**src/rtl/pm_pkg.sv**
```systemverilog
package pm_pkg;

    localparam int unsigned NUM_CH = 2;

    typedef enum logic [1:0] {
        ST_IDLE   = 2'd0,
        ST_FIRST  = 2'd1,
        ST_SECOND = 2'd2
    } ph_state_t;

endpackage

```
**src/rtl/pm_edge_sync.sv**
```systemverilog
module pm_edge_sync #(
    parameter int unsigned SYNC_STAGES = 2
) (
    input  logic clk,
    input  logic rst_n,
    input  logic sig_async,
    input  logic invert,
    output logic wrap_pulse,
    output logic opp_pulse
);
    logic [SYNC_STAGES-1:0] chain_q;
    logic                   last_q;
    logic                   level;
    logic                   rise;
    logic                   fall;

    always_ff @(posedge clk) begin
        if (!rst_n) begin
            chain_q <= '0;
            last_q  <= 1'b0;
        end else begin
            chain_q <= {chain_q[SYNC_STAGES-2:0], sig_async};
            last_q  <= chain_q[SYNC_STAGES-1];
        end
    end

    always_comb begin
        level      = chain_q[SYNC_STAGES-1];
        rise       = level & ~last_q;
        fall       = ~level & last_q;
        wrap_pulse = invert ? fall : rise;
        opp_pulse  = invert ? rise : fall;
    end
endmodule

```
**src/rtl/pm_phase_fsm.sv**
```systemverilog
module pm_phase_fsm
    import pm_pkg::*;
(
    input  logic clk,
    input  logic rst_n,
    input  logic wrap_pulse,
    input  logic opp_pulse,
    output logic restart,
    output logic run,
    output logic take_period,
    output logic take_width
);
    ph_state_t state_q;
    ph_state_t state_d;

    always_ff @(posedge clk) begin
        if (!rst_n) state_q <= ST_IDLE;
        else        state_q <= state_d;
    end

    always_comb begin
        state_d = state_q;
        unique case (state_q)
            ST_IDLE:   if (wrap_pulse) state_d = ST_FIRST;
            ST_FIRST:  if (wrap_pulse) state_d = ST_FIRST;
                       else if (opp_pulse) state_d = ST_SECOND;
            ST_SECOND: if (wrap_pulse) state_d = ST_FIRST;
            default:   state_d = ST_IDLE;
        endcase
    end

    always_comb begin
        restart     = wrap_pulse;
        run         = 1'b0;
        take_period = 1'b0;
        take_width  = 1'b0;
        unique case (state_q)
            ST_IDLE: begin
                run = 1'b0;
            end
            ST_FIRST: begin
                run         = 1'b1;
                take_period = wrap_pulse;
                take_width  = opp_pulse & ~wrap_pulse;
            end
            ST_SECOND: begin
                run         = 1'b1;
                take_period = wrap_pulse;
            end
            default: begin
                restart = 1'b0;
            end
        endcase
    end
endmodule

```
**src/rtl/pm_counter.sv**
```systemverilog
module pm_counter #(
    parameter int unsigned CNT_W = 16
) (
    input  logic             clk,
    input  logic             rst_n,
    input  logic             restart,
    input  logic             run,
    output logic [CNT_W-1:0] cnt_q
);
    localparam logic [CNT_W-1:0] CNT_MAX = {CNT_W{1'b1}};
    localparam logic [CNT_W-1:0] CNT_ONE = {{(CNT_W-1){1'b0}}, 1'b1};

    always_ff @(posedge clk) begin
        if (!rst_n)                       cnt_q <= '0;
        else if (restart)                 cnt_q <= CNT_ONE;
        else if (run && cnt_q != CNT_MAX) cnt_q <= cnt_q + CNT_ONE;
    end
endmodule

```
**src/rtl/pm_channel.sv**
```systemverilog
module pm_channel #(
    parameter int unsigned CNT_W = 16
) (
    input  logic             clk,
    input  logic             rst_n,
    input  logic             cap_strobe,
    input  logic             enable,
    input  logic             clr,
    input  logic [CNT_W-1:0] value,
    output logic [CNT_W-1:0] data_q,
    output logic             flag_q,
    output logic             overrun
);
    logic write;

    always_comb begin
        write   = cap_strobe & enable;
        overrun = write & flag_q & ~clr;
    end

    always_ff @(posedge clk) begin
        if (!rst_n) begin
            data_q <= '0;
            flag_q <= 1'b0;
        end else begin
            if (write && !overrun) data_q <= value;
            if (write)             flag_q <= 1'b1;
            else if (clr)          flag_q <= 1'b0;
        end
    end
endmodule

```
**src/rtl/pulse_meter.sv**
```systemverilog
module pulse_meter
    import pm_pkg::*;
#(
    parameter int unsigned CNT_W = 16
) (
    input  logic             clk,
    input  logic             rst_n,
    input  logic             sig_in,
    input  logic             width_first,
    input  logic             wrap_on_fall,
    input  logic [1:0]       cap_en,
    input  logic [1:0]       flag_clr,
    input  logic             err_clr,
    output logic [CNT_W-1:0] cap0,
    output logic [CNT_W-1:0] cap1,
    output logic [1:0]       cap_flag,
    output logic             overrun_err
);
    logic             wrap_pulse;
    logic             opp_pulse;
    logic             restart;
    logic             run;
    logic             take_period;
    logic             take_width;
    logic [CNT_W-1:0] cnt_val;
    logic [NUM_CH-1:0] ch_strobe;
    logic [NUM_CH-1:0] ch_ovr;
    logic [CNT_W-1:0] ch_data [NUM_CH];
    logic             err_q;

    pm_edge_sync #(.SYNC_STAGES(2)) u_sync (
        .clk        (clk),
        .rst_n      (rst_n),
        .sig_async  (sig_in),
        .invert     (wrap_on_fall),
        .wrap_pulse (wrap_pulse),
        .opp_pulse  (opp_pulse)
    );

    pm_phase_fsm u_fsm (
        .clk         (clk),
        .rst_n       (rst_n),
        .wrap_pulse  (wrap_pulse),
        .opp_pulse   (opp_pulse),
        .restart     (restart),
        .run         (run),
        .take_period (take_period),
        .take_width  (take_width)
    );

    pm_counter #(.CNT_W(CNT_W)) u_cnt (
        .clk     (clk),
        .rst_n   (rst_n),
        .restart (restart),
        .run     (run),
        .cnt_q   (cnt_val)
    );

    for (genvar g = 0; g < NUM_CH; g++) begin : g_ch
        if (g == 0) begin : g_route
            assign ch_strobe[g] = width_first ? take_width : take_period;
        end else begin : g_route
            assign ch_strobe[g] = width_first ? take_period : take_width;
        end

        pm_channel #(.CNT_W(CNT_W)) u_ch (
            .clk        (clk),
            .rst_n      (rst_n),
            .cap_strobe (ch_strobe[g]),
            .enable     (cap_en[g]),
            .clr        (flag_clr[g]),
            .value      (cnt_val),
            .data_q     (ch_data[g]),
            .flag_q     (cap_flag[g]),
            .overrun    (ch_ovr[g])
        );
    end

    always_ff @(posedge clk) begin
        if (!rst_n)        err_q <= 1'b0;
        else if (|ch_ovr)  err_q <= 1'b1;
        else if (err_clr)  err_q <= 1'b0;
    end

    assign cap0        = ch_data[0];
    assign cap1        = ch_data[1];
    assign overrun_err = err_q;
endmodule

```
**config.mk**
```make
export PLATFORM = sky130hd
export DESIGN_NAME = pulse_meter
export DESIGN_NICKNAME = d
export VERILOG_FILES = /design/src/rtl/pm_pkg.sv /design/src/rtl/pm_edge_sync.sv /design/src/rtl/pm_phase_fsm.sv /design/src/rtl/pm_counter.sv /design/src/rtl/pm_channel.sv /design/src/rtl/pulse_meter.sv
export SDC_FILE = /design/constraint.sdc
export NUM_CORES = 1
export LEC_CHECK = 0
export ABC_AREA = 0
export ABC_CLOCK_PERIOD_IN_PS = 4019
export BUFFER_PORTS_ARGS = -buffer_cell sky130_fd_sc_hd__buf_4
export CAP_MARGIN = 20
export CORE_MARGIN = 5
export CORE_UTILIZATION = 50
export CTS_CLUSTER_DIAMETER = 120
export DETAILED_ROUTE_END_ITERATION = 16
export PLACE_DENSITY_LB_ADDON = 0.3
export REMOVE_ABC_BUFFERS = 1
export SLEW_MARGIN = 0
export SYNTH_ARGS = -nofsm -noshare
export SYNTH_HDL_FRONTEND = slang
export SYNTH_SLANG_ARGS = --single-unit
export TNS_END_PERCENT = 20
```
**constraint.sdc**
```tcl
create_clock -name clk -period 4.02 [get_ports clk]
set_clock_uncertainty 0.1 [all_clocks]
set_input_delay 0.402 -clock clk [delete_from_list [all_inputs] [get_ports clk]]
set_output_delay 0.402 -clock clk [all_outputs]
set_load 0.03 [all_outputs]
```
==> results.md, run 1 <==
- The number of buffers on the longest clock path is 2.
- The TritonCTS sink count is 56.
- In this run the power spent charging and discharging nets is 221 uW.
- Sequential cells account for 57.3% of the total power.
- The via count of the first global-routing pass came to 2,324.
- The slew at the pin with the worst max-slew slack is 0.891 ns.
- In this run the worst hold path is classified as input pin to flop.
- The data arrival at the endpoint of the critical path is 2.80 ns.
- The peak-usage layer in the global routing report is met2.
- The critical path launch point type is a flop.
- After synthesis, the share of flip-flops with an asynchronous set or reset is 0%.
- In this run the horizontal extent of the chip is 84.0 um.
- The initial utilization of the core area, before any placement, comes to 50.6%.
- Ranked by instance count, the synthesized netlist is headed by 56 x sky130_fd_sc_hd__dfxtp_1, 42 x sky130_fd_sc_hd__nand2_1, 29 x sky130_fd_sc_hd__nand3_1, 26 x sky130_fd_sc_hd__a21oi_1, 25 x sky130_fd_sc_hd__mux2i_1.
- The area of placed instances is 3030 um2.
- The number of primary I/O pins is 45.
- The capture point of the worst reg-to-reg path is g_ch[0].u_ch.data_q[7].
- The headroom to the max-slew limit is 40.6%.
- The worst-skew pair later-pin latency is 0.31 ns.
- Along the worst path, the maximum fanout reaches 16.
- The overall overflow remaining after global route is 0.
- For this run, the top clock speed supported by timing is 375 MHz.
- Once layout is done, the placed cells without fillers occupy 3140 um2.
- Setup slack on the worst reg-to-reg path comes out at 1.35 ns.
- The length of the first detailed-routing pass in iterations is 4.
- In this run the mean area of a mapped cell was 8.82 um2.
- The number of instances in the synthesized netlist is 310.
- The final number of hold-violating endpoints came to 0.
- VDD sags by at most 0.171 mV.
- The total of endpoints with negative setup slack in the final report is 0.
- Routability-driven placement finished with a final weighted congestion of 0.877.
- The number of clock buffers inserted by TritonCTS is 5.
- From bottom edge to top edge, the die measures 84.0 um.
- The count of buffers added on input and output ports is 44.
- Along the worst hold path, the cell count comes to 2.
- The total power consumption of the routed design is 981 uW.
- Counting I/O delays and the setup requirement, the final critical path takes 2.67 ns.
- Among all cell types in the netlist, the one instantiated most often is sky130_fd_sc_hd__dfxtp_1.
- The floorplan step defined a die boundary enclosing 7050 um2.
- The largest net degree at the start of global routing is 48.
- STA classifies the critical path endpoint as a flop.
- Data on the critical path is required at its endpoint by 4.15 ns.
- The number of synthesized flops with an enable pin is 0.
- The fill cell total of the finished layout is 509.
- Summing the sequential cell areas from Yosys gives 41.0% of the chip area.
- The clock power share is 37.9%.
- The global router's overall resource usage is 18.2%.
- Clock-pin slew was measured on the worst setup and hold paths at 0.10 ns.
- The net count of the finished layout is 356.
- The violation count after the first detailed-route iteration is 103.
- Summed over all nets, the half-perimeter wirelength after detailed placement is 4350 um.
- The startpoint identified for the worst hold timing path is sig_in.
- The synthesized design contains 56 register bits.
- Detailed routing inserted a total of 2,373 vias.
- The share of power burned in combinational logic is 4.8%.
- The detailed-route wire length per cell is 15.1 um.
- Once detail routing completed, the nets flagged for antenna violations numbered 0.
- The synthesized area is 2740 um2.
- The count of unique library cells instantiated by Yosys is 53.
- In this run the number of H-tree levels came out at 2.
- Post-CTS repair changed the size of 0 cells.
- The global-route wire length before repair is 10,800 um.
- For this run, the number of Yosys warnings is 0.
- The number of instances in the placed design is 406.
- Hold repair after CTS inserted 0 buffers.
- The flow ran to the end, and the final reports show no timing, DRC or antenna violations.
- By area the synthesized netlist is led by sky130_fd_sc_hd__dfxtp_1 41%, sky130_fd_sc_hd__mux2i_1 9.1%, sky130_fd_sc_hd__nand2_1 5.8%.
- Of the available clock period, the critical path in the final layout requires 66.4%.
- The switching part of the total power is 22.5%.
- In the final timing run, aggregate negative setup slack is 0 ns.
- The area inside the core boundary is 5410 um2.
- The number of cell instances on the worst register-to-register path is 6.
- The clock tree from TritonCTS is done.
- The critical register-to-register path startpoint is u_fsm.state_q[1].
- The final layout contains routed wiring with a total length of 6240 um.
- The floorplan has 27 rows.
- In this run the biggest area consumer among cell types represents 41.0% of the synthesized area.
- Using the TritonRoute via totals, the vias-per-cell ratio works out to 5.73.
- The number of antenna repair diodes is 0.
- The leakage dissipation is 0.00111 uW.
- The number of setup buffers added after CTS is 0.
- The tree is rooted in a sky130_fd_sc_hd__clkbuf_8.
- The count of final max-slew check failures is 0.
- Max-cap violations in this run came to 0.
- The met3 usage is 4.05%.
- The worst-case hold path end point is u_sync.chain_q[0].
- The cell internal power dissipation is 760 uW.
- For met2 alone, demand over resource in global routing was 32.0%.
- The count of unresolved DRC violations after routing is 0.
- By startpoint and endpoint, the worst setup path is classified as flop to flop.
- The power density of the placed cells is 312 nW/um2.
- Setup repair after global routing left no endpoint under its margin.
- The final core area utilization is 58.2%.
- The commonest register cell after synthesis is sky130_fd_sc_hd__dfxtp_1.
- Of all cell types, the one taking the most synthesized area is sky130_fd_sc_hd__dfxtp_1.
- The initial antenna violation count is 0.
- The area growth from synthesis to final layout is 15.0%.
- Of the cells placed in the final design, the portion with a size suffix greater than 1 is 17.8%.
- The number of standard cells in the layout, taps in and fillers out is 414.
- For met1 alone, demand over resource in global routing was 22.5%.
## metal layers
| layer | vias to the layer above | routed length, um |
|---|---|---|
| li1 | 1187 | - |
| met1 | 1117 | 2830 |
| met2 | 59 | 3020 |
| met3 | 10 | 315 |
| met4 | 0 | 68 |
| met5 | - | 0 |
## flip-flops by register name, indices dropped and copies added, names as in the netlist
signal	flops
g_ch.u_ch.data_q	32
g_ch.u_ch.flag_q	2
overrun_err	1
u_cnt.cnt_q	16
u_fsm.state_q	2
u_sync.chain_q	2
u_sync.last_q	1
## layout make-up
class	count	area (um2)	share of cell area [%]
Clock buffer	5	68.8	2.19
Clock inverter	3	42.5	1.35
Inverter	4	15.0	0.478
Multi-Input combinational cell	230	1480	47.0
Sequential cell	56	1120	35.7
Tap cell	72	90.1	2.87
Timing Repair Buffer	44	330	10.5
## power by group through the flow
stage | logic (uW) | clock network, uW | registers, uW
detailed placement | 47.7 | 0 | 575
CTS | 48.0 | 377 | 562
global route | 52.7 | 394 | 563
floorplan | 25.5 | 0 | 573
global placement | 46.5 | 0 | 574
finish | 47.6 | 372 | 562
## metrics by stage
stage	worst slack, ns	hold slack, ns
after floorplan	1.84	0.312
after global placement	1.53	0.330
after detailed placement	1.40	0.327
after CTS	1.36	0.194
after global routing	1.08	0.211
final	1.35	0.198
## logic make-up after synthesis
family | Yosys count | synth area share, %
flops | 56 | 41.0
buf+inv | 24 | 5.03
fa+ha+maj | 5 | 2.29
compound gates | 73 | 17.5
simple gates | 126 | 24.7
xor+xnor | 1 | 0.320
mux | 25 | 9.15
## worst max-delay path: stages (launching register included)
cell and delay (ns):
sky130_fd_sc_hd__dfxtp_1 0.39, sky130_fd_sc_hd__inv_1 0.08, sky130_fd_sc_hd__ha_1 0.43, sky130_fd_sc_hd__nand4b_1 0.24, sky130_fd_sc_hd__a21oi_1 0.30, sky130_fd_sc_hd__o211a_1 0.79, sky130_fd_sc_hd__mux2i_1 0.26
## cells in the final DEF, fill, tap and decap left out, types with 5 or more instances in the layout
| cell | count |
|---|---|
| sky130_fd_sc_hd__or3_1 | 11 |
| sky130_fd_sc_hd__a21oi_1 | 26 |
| sky130_fd_sc_hd__dfxtp_1 | 56 |
| sky130_fd_sc_hd__ha_1 | 5 |
| sky130_fd_sc_hd__nor3_1 | 5 |
| sky130_fd_sc_hd__buf_4 | 44 |
| sky130_fd_sc_hd__clkbuf_8 | 5 |
| sky130_fd_sc_hd__and2_1 | 6 |
| sky130_fd_sc_hd__nand2_1 | 42 |
| sky130_fd_sc_hd__o21ai_0 | 23 |
| sky130_fd_sc_hd__mux2i_1 | 25 |
| sky130_fd_sc_hd__nand3_1 | 29 |
## worst max path at each step
stage	startpoint	end	cells after the start
global placement	u_fsm.state_q[0]	g_ch[0].u_ch.data_q[0]	6
finish	u_fsm.state_q[1]	g_ch[0].u_ch.data_q[7]	6
detailed placement	u_fsm.state_q[1]	g_ch[0].u_ch.data_q[3]	6
CTS	u_fsm.state_q[1]	g_ch[0].u_ch.data_q[3]	6
global route	u_fsm.state_q[0]	g_ch[0].u_ch.data_q[3]	6
floorplan	u_fsm.state_q[1]	g_ch[0].u_ch.data_q[0]	6
Note: power is estimated with default switching activity, not from simulation.
==> run 2, diff against run 1 <==
--- a/config.mk
+++ b/config.mk
@@ -5,8 +5,8 @@
 export SDC_FILE = /design/constraint.sdc
 export NUM_CORES = 1
 export LEC_CHECK = 0
-export ABC_AREA = 0
-export ABC_CLOCK_PERIOD_IN_PS = 4019
+export ABC_AREA = 1
+export ABC_CLOCK_PERIOD_IN_PS = 2610
 export BUFFER_PORTS_ARGS = -buffer_cell sky130_fd_sc_hd__buf_4
 export CAP_MARGIN = 20
 export CORE_MARGIN = 5
==> constraint.sdc (replaced) <==
create_clock -name clk -period 2.61 [get_ports clk]
set_clock_uncertainty 0.1 [all_clocks]
set_input_delay 0.261 -clock clk [delete_from_list [all_inputs] [get_ports clk]]
set_output_delay 0.261 -clock clk [all_outputs]
set_load 0.03 [all_outputs]
==> results.md, run 2 <==
- The flow ran to the end, and the final reports show no timing, DRC or antenna violations.
- The standard-cell row count is 27 (unchanged).
- The fill cell total of the finished layout is 535 (+5.1%).
- The count of unresolved DRC violations after routing is 0 (unchanged).
- The initial core utilization is 51.5% (+0.89 points).
- The min-delay analysis places its worst path in the category input pin to flop.
- The clock transition at the registers of the reported paths is 0.10 ns (about the same).
- The count of yosys warnings during synthesis is 0 (unchanged).
- The initial antenna violation count came to 0 (unchanged).
- The number of buffers on the longest clock path came to 2 (unchanged).
- Ranked by total cell area, the synthesized netlist is headed by sky130_fd_sc_hd__dfxtp_1 40%, sky130_fd_sc_hd__nand2_1 12%, sky130_fd_sc_hd__nor2_1 10%.
- The number of setup buffers added after CTS is 0 (unchanged).
- The slew at the pin with the worst max-slew slack is 0.710 ns (-0.181 ns).
- The total of endpoints with negative setup slack in the final report is 0 (unchanged).
- The final HPWL from detailed placement came to 4700 um (+8.0%).
- The total wirelength of the detailed-routed design was 6550 um (+4.9%).
- The area share of and/or/nand/nor cells after synthesis is 39.1% (+14 points).
- The die footprint is 7280 um2 (+3.2%).
- The final setup TNS came to 0 ns (unchanged).
- The die span in x was 85.3 um (+1.6%).
- The maximum fanout along the worst path is 16 (unchanged).
- The max-capacitance violation count was 0 (unchanged).
- The peak supply drop is 0.275 mV (+61%).
- The top cell type's share of synthesized area is 39.5% (-1.4 points).
- The fraction of layout cells with a size suffix above 1 came to 18.7% (+0.90 points).
- The remaining antenna violation count is 0 (unchanged).
- The headroom to the max-slew limit is 52.6% (+12 points).
- The final critical delay including setup and external delays came to 2.15 ns (-0.522 ns).
- The post-synthesis sequential area ratio is 39.5% (-1.4 points).
- The fraction of registers with async set/reset came to 0% (unchanged).
- The most common library cell in the layout ignoring fill and taps is sky130_fd_sc_hd__nand2_1.
- The overall overflow remaining after global route is 0 (unchanged).
- The share of the clock period used by the worst path after layout is 82.2% (+16 points).
- The number of gates given a new drive strength after cts is 0 (unchanged).
- The via-per-instance ratio is 5.28 (-7.8%).
- The detailed-route wire length per cell is 13.1 um (-13%).
- The via count of the first global-routing pass is 2,458 (+5.8%).
- TritonCTS built the clock tree.
- The number of synthesized flops with an enable pin is 0 (unchanged).
- The final net count is 441 (+24%).
- The number of clock buffers inserted by TritonCTS is 5 (unchanged).
- The largest register by flop count is g_ch.u_ch.data_q.
- The maximum level of the CTS H-tree is 2 (unchanged).
- The area share of fa/ha/maj cells after synthesis is 2.21% (-0.081 points).
- The count of final max-slew check failures is 0 (unchanged).
- The data arrival at the endpoint of the critical path is 2.26 ns (-0.54 ns).
- The mean post-synth cell area came to 7.21 um2 (-18%).
- The largest registers in the layout are g_ch.u_ch.data_q x32, u_cnt.cnt_q x16.
- The number of flip-flops in the largest register is 32 (unchanged).
- The biggest cell delay along the critical path is 0.57 ns (-0.22 ns).
- The leakage dissipation came to 0.00136 uW (+22%).
- Leaving out fill and tap cells, the most frequent cells in the layout are 91 x sky130_fd_sc_hd__nand2_1, 76 x sky130_fd_sc_hd__nor2_1, 56 x sky130_fd_sc_hd__dfxtp_1, 44 x sky130_fd_sc_hd__buf_4, 37 x sky130_fd_sc_hd__nand4_1.
- The sort of element at the end of the critical path is a flop.
- The final number of hold-violating endpoints is 0 (unchanged).
- The signal on the critical path passes through inv_1 -> ha_1 -> nand2_2 -> a21boi_2 -> nand4_1 -> nand2_1 -> nor2_1.
- The power density of the placed cells is 583 nW/um2 (+87%).
- The clock root buffer is sky130_fd_sc_hd__clkbuf_8.
- Among all stages on the critical path, the largest delay is contributed by sky130_fd_sc_hd__a21boi_2.
- The cell type with the largest total area after synthesis is sky130_fd_sc_hd__dfxtp_1.
- The synthesized flop and latch total came to 56 (unchanged).
- The chip height is 85.3 um (+1.6%).
- The critical setup path kind is flop to flop.
- The compound-gate portion of the synthesized area is 6.49% (-11 points).
- Setup repair after global routing left no endpoint under its margin.
- The violation count after the first detailed-route iteration is 136 (+32%).
- The global-route wire length before repair is 11,300 um (+4.7%).
- The area of placed instances is 3140 um2 (+3.5%).
- The number of primary I/O pins came to 45 (unchanged).
- The combinational family with the most area after synthesis is simple AND/OR/NAND/NOR gates.
- Among all cell types in the netlist, the one instantiated most often is sky130_fd_sc_hd__nand2_1.
- In the synthesized netlist, the cells that appear most often are 91 x sky130_fd_sc_hd__nand2_1, 76 x sky130_fd_sc_hd__nor2_1, 56 x sky130_fd_sc_hd__dfxtp_1, 37 x sky130_fd_sc_hd__nand4_1, 36 x sky130_fd_sc_hd__inv_1.
- The number of instances in the synthesized netlist is 393 (+27%).
- The number of antenna repair diodes is 0 (unchanged).
- The critical path launch point type is a flop.
- The area growth from synthesis to final layout is 14.1%.
- The final estimated routing congestion in global placement is 0.877 (about the same).
- The count of unique library cells instantiated by Yosys came to 29 (-45%).
- The length of the first detailed-routing pass in iterations is 4 (unchanged).
- The maximum clock rate is 466 MHz (+24%).
- The area of all placed cells without fillers is 3240 um2 (+2.9%).
- The TritonCTS sink count came to 56 (unchanged).
- Among all flip-flop cells after synthesis, the most frequent one is sky130_fd_sc_hd__dfxtp_1.
- The synthesized area is 2840 um2 (+3.7%).
- The via count is 2,637 (+11%).
- The largest net degree at the start of global routing is 40 (-17%).
- The share of cell area taken by muxes after synthesis came to 0% (-9.1 points).
- The data required time at the worst endpoint is 2.73 ns (-1.42 ns).
- The number of input and output port buffers inserted is 44 (unchanged).
- The area inside the core boundary is 5510 um2 (+1.9%).
- The xor and xnor area share after synthesis is 3.40% (+3.1 points).
- The worst-skew pair later-pin latency was 0.32 ns (about the same).
- The global router's overall resource usage is 18.6% (+0.42 points).
- The hold buffer count at cts is 0 (unchanged).
## run 2: layout make-up
cell class,instances,area (um2),area share (%)
multi-input combinational,280,1450,44.9
tap,72,90.1,2.78
sequential,56,1120,34.6
timing repair buffer,44,330,10.2
clock buffer,5,68.8,2.13
inverter,39,146,4.52
clock inverter,3,26.3,0.812
## run 2: power by group
| part | total (uW) | switching (uW) | internal, uW |
|---|---|---|---|
| logic | 455 | 314 | 141 |
| registers | 941 | 37.6 | 903 |
| clock network | 490 | 293 | 196 |
| total | 1890 | 645 | 1240 |
## run 2: worst max-delay path, delay by kind of cell (launching register included)
kind                     cells  cell delay [ns]
AO/OA/AOI/OAI                1             0.57
adder cells (fa/ha/maj)      1             0.42
buffers and inverters        1             0.09
AND/OR/NAND/NOR              4             0.48
flip-flops                   1             0.39
## run 2: kinds of logic (layout without fill, tap and decap cells)
kind of cell	count (synthesis)	count (layout)
AND/OR/NAND/NOR	239	239
buffers and inverters	57	91
flip-flops	56	56
AO/OA/AOI/OAI	25	25
XOR/XNOR	11	11
adder cells (fa/ha/maj)	5	5
## run 2: routing by layer
| layer | global-route usage (%) | vias up | part of all wire [%] |
|---|---|---|---|
| li1 | - | 1326 | - |
| met5 | 0 | - | 0 |
| met3 | 3.69 | 10 | 5.8 |
| met4 | 6.04 | 0 | 1.4 |
| met2 | 31.3 | 79 | 48 |
| met1 | 23.7 | 1222 | 45 |
## run 2: path summary, 6_finish.rpt
check | startpoint | to | slack (ns) | cells past startpoint
worst max register to register | u_fsm.state_q[0] | g_ch[1].u_ch.data_q[3] | 0.46 | 7
worst min-delay path | sig_in | u_sync.chain_q[0] | 0.03 | 3
worst min register to register | u_sync.chain_q[0] | u_sync.chain_q[1] | 0.33 | 2
worst max-delay path | u_fsm.state_q[0] | g_ch[1].u_ch.data_q[3] | 0.46 | 7
## run 2: stage by stage
step | std cells | hold WS, ns | setup WS [ns] | util (%) | total power (uW)
floorplan | 375 | 0.254 | 0.874 | - | 1270
global placement | 491 | 0.292 | 0.561 | 57.0 | 1400
detailed placement | 491 | 0.310 | 0.529 | 57.0 | 1410
CTS | 499 | 0.0235 | 0.463 | 58.8 | 1910
global route | 499 | 0.0464 | 0.303 | 58.8 | 2000
finish | 499 | 0.0275 | 0.464 | 58.8 | 1890
==> run 3, diff against run 2 <==
--- a/config.mk
+++ b/config.mk
@@ -5,8 +5,8 @@
 export SDC_FILE = /design/constraint.sdc
 export NUM_CORES = 1
 export LEC_CHECK = 0
-export ABC_AREA = 1
-export ABC_CLOCK_PERIOD_IN_PS = 2610
+export ABC_AREA = 0
+export ABC_CLOCK_PERIOD_IN_PS = 1950
 export BUFFER_PORTS_ARGS = -buffer_cell sky130_fd_sc_hd__buf_4
 export CAP_MARGIN = 20
 export CORE_MARGIN = 5
==> constraint.sdc (replaced) <==
create_clock -name clk -period 1.95 [get_ports clk]
set_clock_uncertainty 0.1 [all_clocks]
set_input_delay 0.195 -clock clk [delete_from_list [all_inputs] [get_ports clk]]
set_output_delay 0.195 -clock clk [all_outputs]
set_load 0.03 [all_outputs]
==> results.md, run 3 (synthesized netlist as in run 1, its figures left out) <==
- The run finished with clean final reports.
- The path class of the lowest-slack min-delay path is input pin to flop.
- The area growth from synthesis to layout is 27.6%.
- The number of buffers on the longest clock path is 2 (unchanged).
- The fraction of layout cells with a size suffix above 1 is 28.4% (+9.7 points).
- The number of antenna repair diodes was 0 (unchanged).
- The final setup TNS is 0 ns (unchanged).
- The number of clock buffers inserted by TritonCTS is 5 (unchanged).
- The count of final max-slew check failures is 0 (unchanged).
- The most common library cell in the layout ignoring fill and taps is sky130_fd_sc_hd__buf_4.
- The maximum level of the CTS H-tree is 2 (unchanged).
- The via count is 2,541 (-3.6%).
- The largest register by flop count is g_ch.u_ch.data_q.
- The largest net degree at the start of global routing is 47 (+18%).
- The final HPWL from detailed placement came to 4570 um (-2.6%).
- The initial antenna violation count is 0 (unchanged).
- The initial core utilization was 50.6% (-0.89 points).
- The power density of the placed cells is 538 nW/um2 (-7.6%).
- The library cells used most frequently in the layout, excluding fill and tap cells, are 70 x sky130_fd_sc_hd__buf_4, 52 x sky130_fd_sc_hd__dfxtp_1, 42 x sky130_fd_sc_hd__nand2_1, 29 x sky130_fd_sc_hd__nand3_1, 25 x sky130_fd_sc_hd__a21oi_1.
- The leakage dissipation came to 0.00129 uW (-5.4%).
- The number of instances on the worst hold path is 3 (unchanged).
- The share of the clock period used by the worst path after layout was 99.0% (+17 points).
- The headroom to the max-slew limit was 68.7% (+16 points).
- The clock transition at the registers of the reported paths is 0.10 ns (about the same).
- The chip height is 84.0 um (-1.6%).
- In this run the critical register-to-register path is launched from u_fsm.state_q[0].
- The number of primary I/O pins is 45 (unchanged).
- The critical path starts at u_fsm.state_q[0].
- The via-per-instance ratio is 5.71 (+8.1%).
- The final core area utilization is 64.6% (+5.8 points).
- The overall overflow remaining after global route came to 0 (unchanged).
- The number of input and output port buffers inserted was 44 (unchanged).
- The number of flip-flops in the largest register is 32 (unchanged).
- The via count of the first global-routing pass came to 2,372 (-3.5%).
- The number of cell instances on the worst register-to-register path is 7 (unchanged).
- The area of placed instances is 3250 um2 (+3.3%).
- The total wirelength of the detailed-routed design was 6780 um (+3.6%).
- The critical setup path kind is flop to flop.
- The final estimated routing congestion in global placement is 0.878 (about the same).
- The area inside the core boundary came to 5410 um2 (-1.8%).
- The root buffer cell chosen for the clock tree is sky130_fd_sc_hd__clkbuf_8.
- The count of unresolved DRC violations after routing came to 0 (unchanged).
- The worst setup path is launched from a flop.
- The worst-case hold path end point is overrun_err.
- The worst slack at placement is -0.0322 ns (-0.561 ns).
- The maximum fanout along the worst path is 8 (-8).
- The slew at the pin with the worst max-slew slack is 0.467 ns (-0.243 ns).
- The final net count is 388 (-12%).
- The worst-skew pair later-pin latency came to 0.31 ns (about the same).
- The TritonCTS sink count is 56 (unchanged).
- The die footprint came to 7050 um2 (-3.1%).
- In the final layout, the registers with the most flip-flops are g_ch.u_ch.data_q x32, u_cnt.cnt_q x16.
- The global-route wire length before repair is 11,000 um (-2.7%).
- The global router's overall resource usage is 18.6% (+0.034 points).
- The data required time at the worst endpoint was 2.09 ns (-0.64 ns).
- The peak supply drop is 0.326 mV (+19%).
- The data arrival at the endpoint of the critical path is 2.07 ns (-0.19 ns).
- The area of all placed cells without fillers is 3490 um2 (+7.9%).
- The max-capacitance violation count came to 0 (unchanged).
- The final critical delay including setup and external delays was 1.93 ns (-0.215 ns).
- The fill cell total of the finished layout is 481 (-10%).
- The total of endpoints with negative setup slack in the final report is 0 (unchanged).
- The detailed-route wire length per cell is 15.2 um (+16%).
- The clock tree from TritonCTS is done.
- The final number of hold-violating endpoints is 0 (unchanged).
- The length of the first detailed-routing pass in iterations is 6 (+2).
- The capture point of the worst reg-to-reg path is g_ch[0].u_ch.data_q[10].
- The setup slack on the worst flop-to-flop path is 0.02 ns (-0.44 ns).
- The violation count after the first detailed-route iteration is 150 (+10%).
- Setup repair after global routing could not meet its margin everywhere.
- The maximum clock rate is 518 MHz (+11%).
- The die span in x is 84.0 um (-1.6%).
- The minimum setup slack in the final design is 0.0191 ns (-0.445 ns).
- The remaining antenna violation count was 0 (unchanged).
- The worst setup path is captured at a flop.
- The standard-cell row count was 27 (unchanged).
- The hold path startpoint is err_clr.
[run 3: cell count changes in the layout (fill, tap and decap cells not counted), moves of 22 or more]
cell / delta
sky130_fd_sc_hd__o21ai_0: +22
sky130_fd_sc_hd__nor2_1: -73
sky130_fd_sc_hd__nand2_1: -49
sky130_fd_sc_hd__nand4_1: -33
sky130_fd_sc_hd__mux2i_1: +24
sky130_fd_sc_hd__inv_1: -35
sky130_fd_sc_hd__buf_4: +26
[run 3: layout make-up]
type                    instances  area (um2)  share of cell area [%]
multi-input cells             231        1570                    45.0
flip-flops and latches         56        1130                    32.3
repair buffers                 75         612                    17.5
well taps                      72        90.1                    2.58
clock buffers                   6        72.6                    2.08
inverters                       4        15.0                   0.430
clock inverters                 1        5.00                   0.143
[run 3: power by group]
part           internal, uW  leakage [uW]  switching [uW]
registers              1150      0.000453            5.77
logic                  54.2      0.000792            70.0
clock network           245     0.0000410             354
total                  1450       0.00129             430
[run 3: timing repair]
item | CTS | global route
gates cloned | 0 | 2
buffers inserted | 2 | 2
endpoints found under the hold margin | 1 | 0
pin swaps | 3 | 7
endpoints found under the setup margin | 21 | 41
gates resized for setup | 5 | 14
hold buffers | 1 | 0
[run 3: worst max-delay path by stage]
stage | endpoint | slack (ns) | cells past startpoint
2_1_floorplan | g_ch[0].u_ch.data_q[0] | -0.23 | 6
3_3_place_gp | g_ch[0].u_ch.data_q[12] | 0.01 | 7
3_5_place_dp | g_ch[0].u_ch.data_q[0] | -0.03 | 7
4_1_cts | g_ch[1].u_ch.data_q[12] | 0.01 | 8
5_1_grt | g_ch[0].u_ch.data_q[10] | -0.04 | 7
6_report | g_ch[0].u_ch.data_q[10] | 0.02 | 7
[run 3: through the flow]
step | total power [uW] | std cells | hold slack (ns)
after global routing | 1950 | 445 | 0.111
final | 1880 | 445 | 0.0671
after detailed placement | 1290 | 431 | 0.311
after CTS | 1880 | 441 | 0.0613
after floorplan | 1230 | 290 | 0.213
after global placement | 1290 | 431 | 0.309
[run 3: worst max-delay path, stage by stage (launching register included)]
cell and delay (ns):
sky130_fd_sc_hd__dfxtp_2 0.34, sky130_fd_sc_hd__inv_2 0.05, sky130_fd_sc_hd__ha_4 0.29, sky130_fd_sc_hd__nand4b_1 0.20, sky130_fd_sc_hd__a21oi_2 0.25, sky130_fd_sc_hd__o211a_4 0.24, sky130_fd_sc_hd__buf_12 0.16, sky130_fd_sc_hd__mux2i_2 0.21
[run 3: layer usage]
metal / part of all wire (%) / track usage, % / vias up
li1: - / - / 1256
met1: 45 / 23.9 / 1195
met2: 48 / 31.6 / 82
met3: 5.7 / 4.44 / 8
met4: 1.1 / 4.39 / 0
met5: 0 / 0 / -
